===== src/rtl/alarm_pkg.sv =====
package alarm_pkg;
  localparam int unsigned N_ALM = 2;

  typedef enum logic {
    IRQ_LATCHED = 1'b0,
    IRQ_PULSED  = 1'b1
  } irq_mode_e;
endpackage


===== src/rtl/alarm_match.sv =====
module alarm_match #(
  parameter int unsigned N_FIELDS = 6,
  parameter int unsigned FIELD_W  = 8
) (
  input  logic [N_FIELDS*FIELD_W-1:0] time_i,
  input  logic [N_FIELDS*FIELD_W-1:0] val_i,
  input  logic [N_FIELDS-1:0]         fen_i,
  output logic                        eq_o
);
  logic [N_FIELDS-1:0] field_ok;

  for (genvar f = 0; f < N_FIELDS; f++) begin : g_field
    // disabled field is a wildcard
    assign field_ok[f] = !fen_i[f] ||
                         (time_i[f*FIELD_W +: FIELD_W] == val_i[f*FIELD_W +: FIELD_W]);
  end

  assign eq_o = &field_ok;
endmodule


===== src/rtl/alarm_flag.sv =====
module alarm_flag (
  input  logic clk_i,
  input  logic rst_ni,
  input  logic tick_i,
  input  logic en_i,
  input  logic eq_i,
  input  logic single_i,
  input  logic sr_read_i,
  output logic hit_o,
  output logic flag_o
);
  logic flag_q, armed_q;

  assign hit_o  = tick_i && en_i && armed_q && eq_i;
  assign flag_o = flag_q;

  always_ff @(posedge clk_i or negedge rst_ni) begin
    if (!rst_ni) begin
      flag_q <= 1'b0;
    end else if (hit_o) begin
      flag_q <= 1'b1;          // set wins over read
    end else if (sr_read_i) begin
      flag_q <= 1'b0;
    end
  end

  always_ff @(posedge clk_i or negedge rst_ni) begin
    if (!rst_ni) begin
      armed_q <= 1'b1;
    end else if (!en_i) begin
      armed_q <= 1'b1;
    end else if (hit_o && single_i) begin
      armed_q <= 1'b0;
    end
  end

  assert_flag_set_R2: assert property (@(posedge clk_i) disable iff (!rst_ni)
    hit_o |=> flag_q);
  assert_flag_src_R2: assert property (@(posedge clk_i) disable iff (!rst_ni)
    $rose(flag_q) |-> $past(hit_o));
  assert_flag_clear_R3: assert property (@(posedge clk_i) disable iff (!rst_ni)
    sr_read_i && !hit_o |=> !flag_q);
  assert_one_shot_R7: assert property (@(posedge clk_i) disable iff (!rst_ni)
    hit_o && single_i |=> !hit_o);
  assert_rearm_R7: assert property (@(posedge clk_i) disable iff (!rst_ni)
    !en_i |=> armed_q);
endmodule


===== src/rtl/alarm_irq.sv =====
module alarm_irq
  import alarm_pkg::*;
#(
  parameter int unsigned PULSE_CYC = 4
) (
  input  logic             clk_i,
  input  logic             rst_ni,
  input  logic [N_ALM-1:0] hit_i,
  input  irq_mode_e        mode_i,
  input  logic             fout_en_i,
  input  logic             sr_read_i,
  output logic             irq_no
);
  localparam int unsigned CNT_W = $clog2(PULSE_CYC + 1);

  logic             any_hit, set_latch, load_pulse, latch_q;
  logic [CNT_W-1:0] cnt_q;

  assign any_hit    = |hit_i;
  assign set_latch  = any_hit && (mode_i == IRQ_LATCHED) && !fout_en_i;
  assign load_pulse = any_hit && (mode_i == IRQ_PULSED) && !fout_en_i;

  always_ff @(posedge clk_i or negedge rst_ni) begin
    if (!rst_ni) begin
      latch_q <= 1'b0;
    end else if (set_latch) begin
      latch_q <= 1'b1;
    end else if (sr_read_i) begin
      latch_q <= 1'b0;
    end
  end

  always_ff @(posedge clk_i or negedge rst_ni) begin
    if (!rst_ni) begin
      cnt_q <= '0;
    end else if (load_pulse) begin
      cnt_q <= CNT_W'(PULSE_CYC);
    end else if (cnt_q != '0) begin
      cnt_q <= cnt_q - CNT_W'(1);
    end
  end

  // pin taken by frequency output: interrupt released
  assign irq_no = fout_en_i || !(latch_q || (cnt_q != '0));

  assert_latch_set_R5: assert property (@(posedge clk_i) disable iff (!rst_ni)
    set_latch |=> latch_q);
  assert_latch_hold_R5: assert property (@(posedge clk_i) disable iff (!rst_ni)
    latch_q && !sr_read_i |=> latch_q);
  assert_pulse_len_R8: assert property (@(posedge clk_i) disable iff (!rst_ni)
    (cnt_q != '0) && !load_pulse |=> cnt_q == $past(cnt_q) - CNT_W'(1));
  assert_pulse_start_R8: assert property (@(posedge clk_i) disable iff (!rst_ni)
    load_pulse |=> cnt_q == CNT_W'(PULSE_CYC));
  assert_quiet_pulse_R9: assert property (@(posedge clk_i) disable iff (!rst_ni)
    fout_en_i && (cnt_q == '0) |=> cnt_q == '0);
  assert_quiet_latch_R9: assert property (@(posedge clk_i) disable iff (!rst_ni)
    fout_en_i && !latch_q |=> !latch_q);
endmodule


===== src/rtl/alarm_irq_unit.sv =====
module alarm_irq_unit
  import alarm_pkg::*;
#(
  parameter int unsigned N_FIELDS  = 6,
  parameter int unsigned FIELD_W   = 8,
  parameter int unsigned PULSE_CYC = 4
) (
  input  logic                                  clk_i,
  input  logic                                  rst_ni,
  input  logic                                  tick_i,
  input  logic [N_FIELDS*FIELD_W-1:0]           time_i,
  input  logic [N_ALM-1:0][N_FIELDS*FIELD_W-1:0] alm_val_i,
  input  logic [N_ALM-1:0][N_FIELDS-1:0]        alm_fen_i,
  input  logic [N_ALM-1:0]                      alm_en_i,
  input  logic                                  pulse_mode_i,
  input  logic                                  fout_en_i,
  input  logic                                  sr_read_i,
  output logic [N_ALM-1:0]                      flag_o,
  output logic                                  irq_no
);
  logic [N_ALM-1:0] eq, hit;
  irq_mode_e        mode;

  assign mode = pulse_mode_i ? IRQ_PULSED : IRQ_LATCHED;

  for (genvar a = 0; a < N_ALM; a++) begin : g_alarm
    alarm_match #(
      .N_FIELDS (N_FIELDS),
      .FIELD_W  (FIELD_W)
    ) i_match (
      .time_i (time_i),
      .val_i  (alm_val_i[a]),
      .fen_i  (alm_fen_i[a]),
      .eq_o   (eq[a])
    );

    alarm_flag i_flag (
      .clk_i     (clk_i),
      .rst_ni    (rst_ni),
      .tick_i    (tick_i),
      .en_i      (alm_en_i[a]),
      .eq_i      (eq[a]),
      .single_i  (mode == IRQ_LATCHED),
      .sr_read_i (sr_read_i),
      .hit_o     (hit[a]),
      .flag_o    (flag_o[a])
    );
  end

  alarm_irq #(
    .PULSE_CYC (PULSE_CYC)
  ) i_irq (
    .clk_i     (clk_i),
    .rst_ni    (rst_ni),
    .hit_i     (hit),
    .mode_i    (mode),
    .fout_en_i (fout_en_i),
    .sr_read_i (sr_read_i),
    .irq_no    (irq_no)
  );

  assert_irq_src_R6: assert property (@(posedge clk_i) disable iff (!rst_ni)
    $fell(irq_no) && !$past(fout_en_i) && !fout_en_i |-> $past(|hit));
endmodule


===== config.mk =====
export PLATFORM = sky130hd
export DESIGN_NAME = alarm_irq_unit
export DESIGN_NICKNAME = d
export VERILOG_FILES = /design/src/rtl/alarm_pkg.sv /design/src/rtl/alarm_match.sv /design/src/rtl/alarm_flag.sv /design/src/rtl/alarm_irq.sv /design/src/rtl/alarm_irq_unit.sv
export SDC_FILE = /design/constraint.sdc
export NUM_CORES = 1
export LEC_CHECK = 0
export BUFFER_PORTS_ARGS = -buffer_cell sky130_fd_sc_hd__buf_2
export CAP_MARGIN = 20
export CORE_MARGIN = 2
export CORE_UTILIZATION = 35
export DETAILED_ROUTE_END_ITERATION = 10
export HOLD_SLACK_MARGIN = 0.1
export PLACE_DENSITY_LB_ADDON = 0.15
export REMOVE_ABC_BUFFERS = 1
export SYNTH_ARGS = -nofsm -noshare
export SYNTH_HDL_FRONTEND = slang
export SYNTH_SLANG_ARGS = --single-unit
export TNS_END_PERCENT = 50

===== constraint.sdc =====
create_clock -name clk_i -period 1.4 [get_ports clk_i]
set_input_delay 0.28 -clock clk_i [delete_from_list [all_inputs] [get_ports clk_i]]
set_output_delay 0.28 -clock clk_i [all_outputs]
set_load 0.05 [all_outputs]

# Word-level counts from Yosys, hierarchy flattened
# Cells that the tools add are included.
# word_totals
ff_bits,8
latchBits,0
mem_bits_rw,0
romBits,0
out_inout_bits,3
elab_cells,81
n_memories,0
# classes
addsub,1
mul,0
div,0
magnitude_cmp,0
n_eq_ne,14
shifts,0
n_mux,11
n_bitwise,1
n_reduce_logical,48
# ops
operator,count
$eq 8x8->1,12
$logic_not 1->1,14
$logic_or 1x1->1,14
$logic_and 1x1->1,12
$reduce_and 6->1,2
$mux 1,9
$reduce_bool 2->1,4
$mux 3,2
$ne 2x1->1 const B,2
$reduce_bool 3->1,1
$sub 3x1->3 const B,1
$reduce_or 2->1,1
$not 1->1,1

# Logic depth before layout (Yosys ltp)
# Gate-level depths: netlist (run 1).
# depth
ltp_word,8
mapped_depth,7

# Cells and area by module
# From an unflattened synthesis (run 1), not the netlist that was laid out.
# hier_totals
cells_unflattened,174
area_unflattened_um2,1527.7
# by_module_without_submodules
mod,n_inst,cells_per_inst,area_each_um2,seq_area_each_um2
alarm_match,2,68,556.8,0.0
alarm_irq,1,21,232.7,100.1
alarm_flag,2,8,88.8,51.3
alarm_irq_unit,1,1,3.8,0.0

# Least setup slack after synthesis (run 1)
# OpenSTA, ideal clock, no wires.
# synth_path
path_kind,register -> output
from,register i_irq.cnt_q[0]
to,output port irq_no
arrival_time_ns,1.244
setup_slack_ns,-0.124
path_stages_with_launch,5
path_cell_list,dfrtp_1 -> inv_1 -> ha_1 -> nor2b_1 -> a21o_1
# synth_between
elab_chain_len,4
# synth_lines
item,line_no,text
"start, declared",alarm_irq.sv:17,logic [CNT_W-1:0] cnt_q;
"start signal, assigned",alarm_irq.sv:37,cnt_q <= CNT_W'(PULSE_CYC);
"start signal, assigned",alarm_irq.sv:39,cnt_q <= cnt_q - CNT_W'(1);
$reduce_bool 3->1,alarm_irq.sv:44,assign irq_no = fout_en_i || !(latch_q || (cnt_q != '0));
$logic_or 1x1->1,alarm_irq.sv:44,
$logic_not 1->1,alarm_irq.sv:44,
$logic_or 1x1->1,alarm_irq.sv:44,
"end, declared",alarm_irq_unit.sv:19,output logic irq_no
# No other way between the ends.

# Worst setup path after layout (run 1)
# layout_path
from,register i_irq.cnt_q[1]
to,output port irq_no
# Same word-level chain as after synthesis.

==> metrics.txt, run 1 <==
# TYPE chip_impl_metric gauge
chip_impl_metric{name="finalHoldViolations",unit=""} 0
chip_impl_metric{name="power.share.combinational",unit=""} 0.629
chip_impl_info{name="synthDominantAreaCellType",value="xnor2_1"} 1
chip_impl_info{name="class_of_the_worst_hold_path",value="in -> reg"} 1
chip_impl_metric{name="wl",unit="um"} 4759
chip_impl_metric{name="synthXorXnorAreaFrac",unit=""} 0.5692
chip_impl_metric{name="synth.cell_area",unit="um^2"} 1493
chip_impl_info{name="postSynth.topFlopCell",value="dfrtp_1"} 1
chip_impl_metric{name="globalRouteOverflowTotal",unit=""} 0
chip_impl_metric{name="fin_ws",unit="ps"} -173.1
chip_impl_metric{name="post-route-period-util",unit=""} 1.124
chip_impl_info{name="tritoncts",value="yes"} 1
chip_impl_metric{name="sw_frac_of_total",unit=""} 0.3368
chip_impl_metric{name="power.internal",unit="mW"} 1.124
chip_impl_info{name="violations",value="negative setup slack"} 1
chip_impl_metric{name="ys_warn_count",unit=""} 0
chip_impl_metric{name="fin_total_pwr",unit="mW"} 1.696
chip_impl_metric{name="grt_pass1_vias",unit=""} 1788
chip_impl_metric{name="multiInputGateArea",unit="um^2"} 1319
chip_impl_metric{name="setup-violations-final",unit=""} 2
chip_impl_info{name="worst_path_max_delay_cell",value="dfrtp_1"} 1
chip_impl_metric{name="seq_area",unit="um^2"} 202.7
chip_impl_metric{name="io_buffers",unit=""} 166
chip_impl_metric{name="power_frac_clock",unit=""} 0.178
chip_impl_metric{name="chipHeight",unit="um"} 69.31
chip_impl_info{name="rr_endpoint",value="i_irq.cnt_q[1]"} 1
chip_impl_metric{name="route.detailed.drc",unit=""} 0
chip_impl_info{name="cts-root-buf",value="clkbuf_8"} 1
chip_impl_metric{name="netSwitchingPower",unit="uW"} 571.1
chip_impl_metric{name="drt_pass1_iterations",unit=""} 4
chip_impl_metric{name="num_vias",unit=""} 1873
chip_impl_info{name="yosysMostFrequentCell",value="xnor2_1"} 1
chip_impl_info{name="post_synth_main_area_contributors",value="xnor2_1 (57%), nand4_1 (11%), dfrtp_1 (10%)"} 1
chip_impl_metric{name="post-route-min-period",unit="ps"} 1573
chip_impl_metric{name="rrSetupSlack",unit="ps"} 0
chip_impl_metric{name="final_max_slew_viol_count",unit=""} 0
chip_impl_metric{name="antenna_found_initial",unit=""} 0
chip_impl_metric{name="postSynthRegisterBits",unit=""} 8
chip_impl_metric{name="gp_congestion",unit=""} 0.7710
chip_impl_info{name="rsz0062_at_grt",value="true"} 1
chip_impl_info{name="critical_path.cell_chain",value="inv_2 > ha_4 > nor2b_4 > a21o_1 > buf_6"} 1
chip_impl_info{name="status",value="finished with violations"} 1
chip_impl_metric{name="synth.area.mux_share",unit=""} 0.006706
chip_impl_metric{name="proportion_of_register_bits_with_asynchronous_set_or_reset_after_synthesis",unit=""} 1.000
chip_impl_metric{name="finalHoldWorstSlack",unit="ps"} 188.3
chip_impl_metric{name="groute.usage.overall",unit=""} 0.1799
chip_impl_metric{name="layout-drive-gt1-share",unit=""} 0.5615
chip_impl_metric{name="initial_core_util",unit=""} 0.3679
chip_impl_metric{name="cts.sinks",unit=""} 8
chip_impl_metric{name="number_of_flops_mapped_to_enable_cells_by_yosys",unit=""} 0
chip_impl_metric{name="power_frac_seq",unit=""} 0.193
chip_impl_metric{name="core_region_area",unit="um^2"} 4058
chip_impl_info{name="critical_path.endpoint",value="irq_no"} 1
chip_impl_metric{name="fin_skew",unit="ps"} 2.340
chip_impl_metric{name="post-route-util",unit=""} 0.6389
chip_impl_metric{name="depth_of_the_worst_register_to_register_path",unit=""} 5
chip_impl_info{name="cp-start-kind",value="register"} 1
chip_impl_metric{name="synth-compound-area-share",unit=""} 0.08801
chip_impl_metric{name="adder_cell_area_share_of_the_yosys_netlist",unit=""} 0.01676
chip_impl_metric{name="critical_path_buf_inv_count",unit=""} 2
chip_impl_metric{name="fp.dieW",unit="um"} 69.31
chip_impl_metric{name="critical-path-max-stage-delay",unit="ps"} 370
chip_impl_metric{name="seq_area_frac_synth",unit=""} 0.1358
chip_impl_metric{name="hpwl",unit="um"} 4317
chip_impl_metric{name="synth_cell_types",unit=""} 24
chip_impl_metric{name="p_per_area",unit="nW/um^2"} 654.0
chip_impl_metric{name="n_fill_cell",unit=""} 371
chip_impl_info{name="critical_path.endpoint_type",value="output port"} 1
chip_impl_info{name="synth.cells.most_frequent",value="xnor2_1 (97), nand4_1 (26), o21ai_1 (11)"} 1
chip_impl_metric{name="crit_arrival",unit="ps"} 1290
chip_impl_metric{name="antenna_violating_nets_post_route",unit=""} 0
chip_impl_metric{name="place_worst_setup_slack",unit="ps"} -218.0
chip_impl_metric{name="initialDrtViolationCount",unit=""} 32
chip_impl_metric{name="floorplan.die_area",unit="um^2"} 4803
chip_impl_metric{name="htree_depth",unit=""} 1
chip_impl_metric{name="cts.path.max_buffers",unit=""} 2
chip_impl_metric{name="ir_drop",unit="uV"} 341.3
chip_impl_metric{name="worst_slew_slack_as_a_fraction_of_its_limit",unit=""} 0.8336
chip_impl_metric{name="wire_per_inst",unit="um"} 11.66
chip_impl_info{name="worstReg2RegStart",value="g_alarm[1].i_flag.armed_q"} 1
chip_impl_metric{name="global_route_wire_length_before_repair",unit="um"} 7245
chip_impl_metric{name="cp.required",unit="ps"} 1120
chip_impl_metric{name="worst-path-stages",unit=""} 5
chip_impl_metric{name="synthDominantCellAreaShare",unit=""} 0.5692
chip_impl_info{name="critical_path.startpoint",value="i_irq.cnt_q[1]"} 1
chip_impl_metric{name="io-pin-count",unit=""} 167
chip_impl_metric{name="crit_fanout",unit=""} 2
chip_impl_metric{name="synth.avg_cell_area",unit="um^2"} 8.481
chip_impl_metric{name="clk_pin_slew",unit="ps"} 50
chip_impl_metric{name="insertedDiodeCount",unit=""} 0
chip_impl_metric{name="synth_simple_gate_area_share",unit=""} 0.1609
chip_impl_metric{name="timing.max_cap.violations",unit=""} 0
chip_impl_info{name="largest_family_of_logic_cells_by_synthesized_area",value="XOR/XNOR gates"} 1
chip_impl_metric{name="leakage",unit="nW"} 1.204
chip_impl_metric{name="worst_skew_pair.late_latency",unit="ps"} 230
chip_impl_info{name="startpoint_to_endpoint_class_of_the_critical_path",value="reg -> out"} 1
chip_impl_metric{name="max_freq",unit="GHz"} 0.6357
chip_impl_metric{name="layout-area-overhead-vs-synth",unit="%"} 73.68
chip_impl_metric{name="tritoncts.num_buffers",unit=""} 3
chip_impl_metric{name="synthCells",unit=""} 176
chip_impl_metric{name="grt_start_max_net_pins",unit=""} 9
chip_impl_metric{name="placement_rows",unit=""} 23
chip_impl_metric{name="drt-vias-per-instance",unit=""} 4.591
chip_impl_metric{name="final_nets",unit=""} 525
chip_impl_info{name="worst_path_dominant_cell_family",value="flip-flops"} 1
chip_impl_metric{name="timing_worst_slew_pin_value",unit="ps"} 251.3
[per-stage QoR]
step | TNS, ps | instances | area, um^2
after detailed placement | -1110 | 399 | 2439
after CTS | -203.6 | 405 | 2517
after global placement | -977.8 | 399 | 2439
after global routing | -508.2 | 408 | 2592
after floorplan | -123.7 | 174 | 1478
final | -173.7 | 408 | 2592
[flip-flops by register name (all words and copies together), names as in the netlist]
signal and cells:
i_irq.latch_q 1, g_alarm.i_flag.armed_q 2, g_alarm.i_flag.flag_o 2, i_irq.cnt_q 3
[how the worst min path moves through the flow]
| stage | slack, ps | start | endpoint | cells past startpoint |
|---|---|---|---|---|
| after floorplan | -20 | rst_ni | g_alarm[0].i_flag.flag_o | 0 |
| after global placement | 130 | rst_ni | g_alarm[1].i_flag.flag_o | 1 |
| after detailed placement | 140 | rst_ni | g_alarm[1].i_flag.flag_o | 1 |
| after CTS | 190 | alm_en_i[1] | g_alarm[1].i_flag.armed_q | 2 |
| after global routing | 200 | alm_en_i[1] | g_alarm[1].i_flag.armed_q | 2 |
| final | 190 | alm_en_i[1] | g_alarm[1].i_flag.armed_q | 2 |
[power by group through the flow]
| stage | sequential [mW] | combinational [mW] | clock [mW] |
|---|---|---|---|
| 3_5_place_dp | 0.315 | 0.944 | 0 |
| 6_report | 0.328 | 1.07 | 0.301 |
| 5_1_grt | 0.332 | 1.18 | 0.310 |
| 2_1_floorplan | 0.309 | 0.490 | 0 |
| 3_3_place_gp | 0.315 | 0.931 | 0 |
| 4_1_cts | 0.322 | 1.00 | 0.301 |
[placed cells by master (no fill, tap or decap), types with 3 or more instances in the layout]
cell type and instances:
buf_2 165, xnor2_1 93, nand4_1 26, buf_4 13
o21ai_1 9, dfrtp_1 6, xnor2_2 4, nand2_1 4
inv_1 3, o21ai_2 3, clkbuf_8 3
[routing by layer]
metal	vias up	track usage	share of wire
li1	967	-	-
met1	792	0.1859	0.35
met2	106	0.3515	0.53
met3	8	0.04215	0.10
met4	0	0.05664	0.017
met5	-	0	0
[repair_timing]
action / in CTS / in global routing
cloned: 0 / 0
pin swaps: 1 / 12
setup buffers: 1 / 3
endpoints found under the setup margin: 1 / 6
gates resized for setup: 5 / 10
hold buffers: 1 / 0
hold endpoints to repair: 6 / 0
[logic make-up after synthesis]
kind of cell,count (synthesis)
XOR/XNOR,97
AND/OR/NAND/NOR,40
AO/OA/AOI/OAI,21
flip-flops,8
buffers and inverters,7
adder cells (fa/ha/maj),2
multiplexers,1
[worst reg2reg max path, stage by stage, from the launching register on]
cell and delay [ps]:
dfstp_2 520, and3_1 150, nand4_1 140, nor2_2 210, o211ai_2 120, and2_1 150
[cell type report]
type,count,area share
Clock buffer,4,0.01737
Inverter,5,0.007239
Multi-Input combinational cell,161,0.5087
Sequential cell,8,0.07819
Tap cell,50,0.02413
Timing Repair Buffer,180,0.3644
Note: power is estimated with default switching activity, not from simulation.
==> run 2: changes to the inputs <==
--- a/config.mk
+++ b/config.mk
@@ -7,7 +7,7 @@
 export LEC_CHECK = 0
 export BUFFER_PORTS_ARGS = -buffer_cell sky130_fd_sc_hd__buf_2
-export CAP_MARGIN = 20
 export CORE_MARGIN = 2
 export CORE_UTILIZATION = 35
+export CTS_BUF_LIST = sky130_fd_sc_hd__clkbuf_2
 export DETAILED_ROUTE_END_ITERATION = 10
 export HOLD_SLACK_MARGIN = 0.1
==> constraint.sdc (replaced) <==
create_clock -name clk_i -period 1.4 [get_ports clk_i]
set_input_delay 0.07 -clock clk_i [delete_from_list [all_inputs] [get_ports clk_i]]
set_output_delay 0.07 -clock clk_i [all_outputs]
set_load 0.05 [all_outputs]
==> metrics.txt, run 2 (synthesis results as in run 1) <==
# TYPE chip_impl_metric gauge
chip_impl_metric{name="p_per_area",unit="nW/um^2"} 587.8
chip_impl_info{name="cp-start-kind",value="register"} 1
chip_impl_metric{name="max_freq",unit="GHz"} 0.7247
chip_impl_info{name="mostFrequentLayoutCell",value="buf_2"} 1
chip_impl_info{name="worst_path_dominant_cell_family",value="simple AND/OR/NAND/NOR gates"} 1
chip_impl_metric{name="initial_core_util",unit=""} 0.3679
chip_impl_metric{name="post-place-cells",unit=""} 393
chip_impl_metric{name="critical-path-max-stage-delay",unit="ps"} 530
chip_impl_metric{name="post-route-period-util",unit=""} 0.9856
chip_impl_metric{name="hpwl",unit="um"} 4447
chip_impl_metric{name="clk_pin_slew",unit="ps"} 80
chip_impl_metric{name="tritoncts.num_buffers",unit=""} 3
chip_impl_metric{name="cts.sinks",unit=""} 8
chip_impl_metric{name="critical_path_buf_inv_count",unit=""} 0
chip_impl_metric{name="wl",unit="um"} 4920
chip_impl_metric{name="final_max_slew_viol_count",unit=""} 0
chip_impl_metric{name="n_fill_cell",unit=""} 391
chip_impl_metric{name="fin_skew",unit="ps"} 6.872
chip_impl_metric{name="global_route_wire_length_before_repair",unit="um"} 7845
chip_impl_metric{name="floorplan.die_area",unit="um^2"} 4803
chip_impl_metric{name="leakage",unit="nW"} 1.155
chip_impl_metric{name="cts.path.max_buffers",unit=""} 2
chip_impl_metric{name="route.detailed.drc",unit=""} 0
chip_impl_metric{name="setup_total_negative_slack",unit="ps"} 0
chip_impl_metric{name="groute.usage.overall",unit=""} 0.1963
chip_impl_info{name="critical_path.endpoint_type",value="register"} 1
chip_impl_metric{name="worst_skew_pair.late_latency",unit="ps"} 240
chip_impl_metric{name="num_vias",unit=""} 1866
chip_impl_metric{name="ir_drop",unit="uV"} 321.9
chip_impl_info{name="class_of_the_worst_hold_path",value="in -> reg"} 1
chip_impl_metric{name="grt_pass1_vias",unit=""} 1905
chip_impl_metric{name="finalHoldViolations",unit=""} 0
chip_impl_metric{name="timing.max_cap.violations",unit=""} 0
chip_impl_info{name="cts-root-buf",value="clkbuf_2"} 1
chip_impl_metric{name="gp_congestion",unit=""} 0.7905
chip_impl_metric{name="post-route-min-period",unit="ps"} 1380
chip_impl_metric{name="initialDrtViolationCount",unit=""} 30
chip_impl_metric{name="wire_per_inst",unit="um"} 12.15
chip_impl_metric{name="io_buffers",unit=""} 166
chip_impl_metric{name="io-pin-count",unit=""} 167
chip_impl_metric{name="htree_depth",unit=""} 1
chip_impl_info{name="status",value="finished, final reports clean"} 1
chip_impl_metric{name="setup-violations-final",unit=""} 0
chip_impl_info{name="max_flop_register",value="i_irq.cnt_q"} 1
chip_impl_info{name="startpoint_to_endpoint_class_of_the_critical_path",value="reg -> reg"} 1
chip_impl_info{name="tritoncts",value="yes"} 1
chip_impl_metric{name="chipHeight",unit="um"} 69.31
chip_impl_metric{name="layout-area-overhead-vs-synth",unit="%"} 68.32
chip_impl_info{name="most_used_cells_in_the_layout_excluding_fill_and_tap_cells",value="buf_2 (165), xnor2_1 (97), nand4_1 (26)"} 1
chip_impl_metric{name="fp.dieW",unit="um"} 69.31
chip_impl_metric{name="crit_fanout",unit=""} 3
chip_impl_metric{name="rrSetupSlack",unit="ps"} 20
chip_impl_metric{name="finish.cell_count_without_fillers",unit=""} 405
chip_impl_metric{name="number_of_flip_flops_in_the_largest_register",unit=""} 3
chip_impl_metric{name="insertedDiodeCount",unit=""} 0
chip_impl_info{name="worst_path_max_delay_cell",value="dfstp_2"} 1
chip_impl_metric{name="core_region_area",unit="um^2"} 4058
chip_impl_metric{name="crit_arrival",unit="ps"} 1510
chip_impl_metric{name="final_nets",unit=""} 522
chip_impl_metric{name="cp.required",unit="ps"} 1530
chip_impl_info{name="critical_path.cell_chain",value="and3_1 > nand4_1 > nor2_2 > o211ai_2 > and2_1"} 1
chip_impl_metric{name="timing_worst_slew_pin_value",unit="ps"} 248.9
chip_impl_metric{name="fin_total_pwr",unit="mW"} 1.477
chip_impl_metric{name="layout-drive-gt1-share",unit=""} 0.5296
chip_impl_metric{name="placement_rows",unit=""} 23
chip_impl_metric{name="drt-vias-per-instance",unit=""} 4.607
chip_impl_metric{name="antenna_found_initial",unit=""} 0
chip_impl_metric{name="drt_pass1_iterations",unit=""} 4
chip_impl_metric{name="antenna_violating_nets_post_route",unit=""} 0
chip_impl_metric{name="grt_start_max_net_pins",unit=""} 9
chip_impl_metric{name="globalRouteOverflowTotal",unit=""} 0
chip_impl_metric{name="worst_slew_slack_as_a_fraction_of_its_limit",unit=""} 0.8352
chip_impl_info{name="rsz0062_at_grt",value="true"} 1
## run 2: through the flow
step	cell area, um^2	setup slack, ps	utilization	hold slack, ps
2_1_floorplan	1478	86.26	-	-225.6
5_1_grt	2512	-37.13	0.6192	163.7
4_1_cts	2480	6.432	0.6112	137.4
3_3_place_gp	2394	-4.659	0.5899	-81.94
6_report	2512	20.17	0.6192	138.2
3_5_place_dp	2394	-17.27	0.5899	-80.10
## run 2: worst reg2reg max path: stages, from the launching register on
cell and delay, ps:
dfstp_2 530, and3_1 150, nand4_1 130, nor2_2 190, o211ai_2 120, and2_1 150
## run 2: layout make-up
cell class | count | area (um^2) | area share
flip-flops and latches | 8 | 202.7 | 0.08068
well taps | 50 | 62.56 | 0.02490
clock buffers | 4 | 20.02 | 0.007968
multi-input cells | 161 | 1276 | 0.5080
inverters | 5 | 18.77 | 0.007470
repair buffers | 177 | 932.1 | 0.3710
## run 2: final timing paths
| path | start | end | cells after the start |
|---|---|---|---|
| max | g_alarm[1].i_flag.armed_q | i_irq.cnt_q[1] | 5 |
| min | fout_en_i | i_irq.cnt_q[2] | 4 |
| min reg2reg | g_alarm[0].i_flag.armed_q | g_alarm[0].i_flag.armed_q | 2 |
| max reg2reg | g_alarm[1].i_flag.armed_q | i_irq.cnt_q[1] | 5 |
| max in group asynchronous | rst_ni | g_alarm[0].i_flag.armed_q | 2 |
| min in group asynchronous | rst_ni | i_irq.latch_q | 2 |
## run 2: routing by layer
metal / vias to the layer above / global-route usage / share of wire
met4: 0 / 0.04793 / 0.010
met5: - / 0 / 0
met1: 792 / 0.2028 / 0.36
met3: 4 / 0.04797 / 0.10
met2: 108 / 0.3889 / 0.53
li1: 962 / - / -
## run 2: repair_timing
action | 4_1_cts | 5_1_grt
endpoints found under the setup margin | 1 | 4
resized for setup | 5 | 3
hold buffers | 5 | 0
buffers inserted | 1 | 2
pin swaps | 1 | 4
hold endpoints to repair | 11 | 0
## run 2: where the power goes
part / switching, mW / total (mW) / internal, mW
registers: 0.0459 / 0.327 / 0.281
clock network: 0.0822 / 0.158 / 0.0759
logic: 0.410 / 0.992 / 0.582
total: 0.539 / 1.48 / 0.938
==> run 3: changes to the inputs <==
PLACE_DENSITY = 0.82   (was unset)
PLACE_DENSITY_LB_ADDON = unset   (was 0.15)
RECOVER_POWER = 100   (was unset)
==> metrics.txt, run 3 (synthesis results as in run 1) <==
# TYPE chip_impl_metric gauge
chip_impl_metric{name="max_freq",unit="GHz"} 0.7206
chip_impl_metric{name="ir_drop",unit="uV"} 267.0
chip_impl_metric{name="crit_arrival",unit="ps"} 1500
chip_impl_metric{name="postLayoutCellArea",unit="um^2"} 2501
chip_impl_metric{name="critical-path-max-stage-delay",unit="ps"} 530
chip_impl_metric{name="core_region_area",unit="um^2"} 4058
chip_impl_metric{name="finalHoldViolations",unit=""} 0
chip_impl_metric{name="layout-drive-gt1-share",unit=""} 0.5198
chip_impl_metric{name="cts.path.max_buffers",unit=""} 2
chip_impl_info{name="min_from",value="fout_en_i"} 1
chip_impl_metric{name="crit_fanout",unit=""} 3
chip_impl_info{name="global_route.peak_usage_layer",value="met2"} 1
chip_impl_metric{name="setup_total_negative_slack",unit="ps"} 0
chip_impl_metric{name="num_vias",unit=""} 1882
chip_impl_metric{name="grt.met3_usage",unit=""} 0.04942
chip_impl_metric{name="groute.usage.overall",unit=""} 0.1973
chip_impl_info{name="max_flop_register",value="i_irq.cnt_q"} 1
chip_impl_metric{name="setup-violations-final",unit=""} 0
chip_impl_metric{name="global_route_wire_length_before_repair",unit="um"} 7955
chip_impl_metric{name="post-route-util",unit=""} 0.6164
chip_impl_metric{name="tritoncts.num_buffers",unit=""} 3
chip_impl_metric{name="cp.required",unit="ps"} 1520
chip_impl_metric{name="hpwl",unit="um"} 4476
chip_impl_metric{name="depth_of_the_worst_register_to_register_path",unit=""} 5
chip_impl_info{name="critical_path.endpoint_type",value="register"} 1
chip_impl_metric{name="wl",unit="um"} 4827
chip_impl_metric{name="grt_use_met1",unit=""} 0.1822
chip_impl_metric{name="finish.cell_count_without_fillers",unit=""} 404
chip_impl_metric{name="grt_pass1_vias",unit=""} 2034
chip_impl_metric{name="leakage",unit="nW"} 1.138
chip_impl_metric{name="clk_pin_slew",unit="ps"} 90
chip_impl_metric{name="antenna_violating_nets_post_route",unit=""} 0
chip_impl_metric{name="timing.max_cap.violations",unit=""} 0
chip_impl_metric{name="placedInstanceArea",unit="um^2"} 2379
chip_impl_info{name="cp-start-kind",value="register"} 1
chip_impl_metric{name="layout-area-overhead-vs-synth",unit="%"} 67.56
chip_impl_metric{name="worst_hold_path.num_cells",unit=""} 4
chip_impl_metric{name="place_worst_setup_slack",unit="ps"} -11.68
chip_impl_metric{name="gp_congestion",unit=""} 0.8244
chip_impl_metric{name="wire_per_inst",unit="um"} 11.95
chip_impl_info{name="rsz0062_at_grt",value="true"} 1
chip_impl_metric{name="post-place-cells",unit=""} 391
chip_impl_info{name="class_of_the_worst_hold_path",value="in -> reg"} 1
chip_impl_metric{name="globalRouteOverflowTotal",unit=""} 0
chip_impl_metric{name="antenna_found_initial",unit=""} 0
chip_impl_info{name="cts-root-buf",value="clkbuf_2"} 1
chip_impl_metric{name="io-pin-count",unit=""} 167
chip_impl_info{name="worstReg2RegStart",value="g_alarm[1].i_flag.armed_q"} 1
chip_impl_metric{name="timing_worst_slew_pin_value",unit="ps"} 625.8
chip_impl_metric{name="insertedDiodeCount",unit=""} 0
chip_impl_metric{name="final_max_slew_viol_count",unit=""} 0
chip_impl_metric{name="worst_slew_slack_as_a_fraction_of_its_limit",unit=""} 0.5846
chip_impl_info{name="startpoint_to_endpoint_class_of_the_critical_path",value="reg -> reg"} 1
chip_impl_info{name="mostFrequentLayoutCell",value="buf_2"} 1
chip_impl_metric{name="cts.sinks",unit=""} 8
chip_impl_metric{name="drt_pass1_iterations",unit=""} 4
chip_impl_metric{name="use_met2",unit=""} 0.4113
chip_impl_metric{name="initial_core_util",unit=""} 0.3679
chip_impl_metric{name="worst-path-stages",unit=""} 5
chip_impl_metric{name="final_nets",unit=""} 521
chip_impl_metric{name="drt-vias-per-instance",unit=""} 4.658
chip_impl_metric{name="floorplan.die_area",unit="um^2"} 4803
chip_impl_metric{name="post-route-min-period",unit="ps"} 1388
chip_impl_metric{name="finalHoldWorstSlack",unit="ps"} 123.3
chip_impl_info{name="worst_path_max_delay_cell",value="dfstp_2"} 1
chip_impl_info{name="status",value="finished, final reports clean"} 1
chip_impl_metric{name="io_buffers",unit=""} 166
chip_impl_metric{name="placement_rows",unit=""} 23
chip_impl_info{name="tritoncts",value="yes"} 1
chip_impl_metric{name="fin_skew",unit="ps"} 13.29
chip_impl_metric{name="p_per_area",unit="nW/um^2"} 589.8
chip_impl_metric{name="route.detailed.drc",unit=""} 0
chip_impl_info{name="critical_path.cell_chain",value="and3_1 > nand4_1 > nor2_2 > o211ai_2 > and2_1"} 1
chip_impl_metric{name="fp.dieW",unit="um"} 69.31
chip_impl_info{name="critical_path.startpoint",value="g_alarm[1].i_flag.armed_q"} 1
chip_impl_metric{name="initialDrtViolationCount",unit=""} 29
chip_impl_metric{name="worst_skew_pair.late_latency",unit="ps"} 240
chip_impl_metric{name="htree_depth",unit=""} 1
chip_impl_info{name="worst_path_dominant_cell_family",value="simple AND/OR/NAND/NOR gates"} 1
chip_impl_metric{name="post-route-period-util",unit=""} 0.9912
chip_impl_metric{name="number_of_flip_flops_in_the_largest_register",unit=""} 3
chip_impl_info{name="most_used_cells_in_the_layout_excluding_fill_and_tap_cells",value="buf_2 (162), xnor2_1 (97), nand4_1 (26)"} 1
chip_impl_metric{name="grt_start_max_net_pins",unit=""} 9
chip_impl_metric{name="critical_path_buf_inv_count",unit=""} 0
chip_impl_metric{name="fin_ws",unit="ps"} 12.29
chip_impl_metric{name="chipHeight",unit="um"} 69.31
chip_impl_metric{name="fin_total_pwr",unit="mW"} 1.475
==> run 3: power breakdown <==
part           switching [mW]  internal [mW]
sequential             0.0388          0.281
combinational           0.417          0.582
clock                  0.0813         0.0760
total                   0.537          0.938
==> run 3: final timing paths <==
check | end | slack [ps]
worst min register to register | g_alarm[0].i_flag.armed_q | 470
max in group asynchronous | g_alarm[1].i_flag.armed_q | 790
worst min-delay path | i_irq.cnt_q[2] | 120
worst max register to register | i_irq.cnt_q[0] | 10
worst max-delay path | i_irq.cnt_q[0] | 10
min in group asynchronous | i_irq.cnt_q[1] | 270
==> run 3: worst min-delay path: stages <==
cell and delay (ps):
buf_2 90, inv_1 50, o211ai_2 70, nand2_1 50
==> run 3: metal layers <==
metal,share of wire,up-vias
met1,0.34,810
met2,0.55,105
li1,-,961
met4,0.011,0
met5,0,-
met3,0.092,6
==> run 3: area by class of cell <==
| type | instances | area [um^2] |
|---|---|---|
| multi-input combinational | 161 | 1276 |
| fill | 378 | 1556 |
| sequential | 8 | 202.7 |
| inverter | 5 | 18.77 |
| tap | 50 | 62.56 |
| clock buffer | 4 | 20.02 |
| timing repair buffer | 176 | 920.9 |
==> run 3: timing repair <==
item                       CTS  global route
hold endpoints to repair    11             0
pin swaps                    0             3
buffers inserted             2             2
setup endpoints to repair    1             4
resized for setup            7             1
hold buffers                 5             0
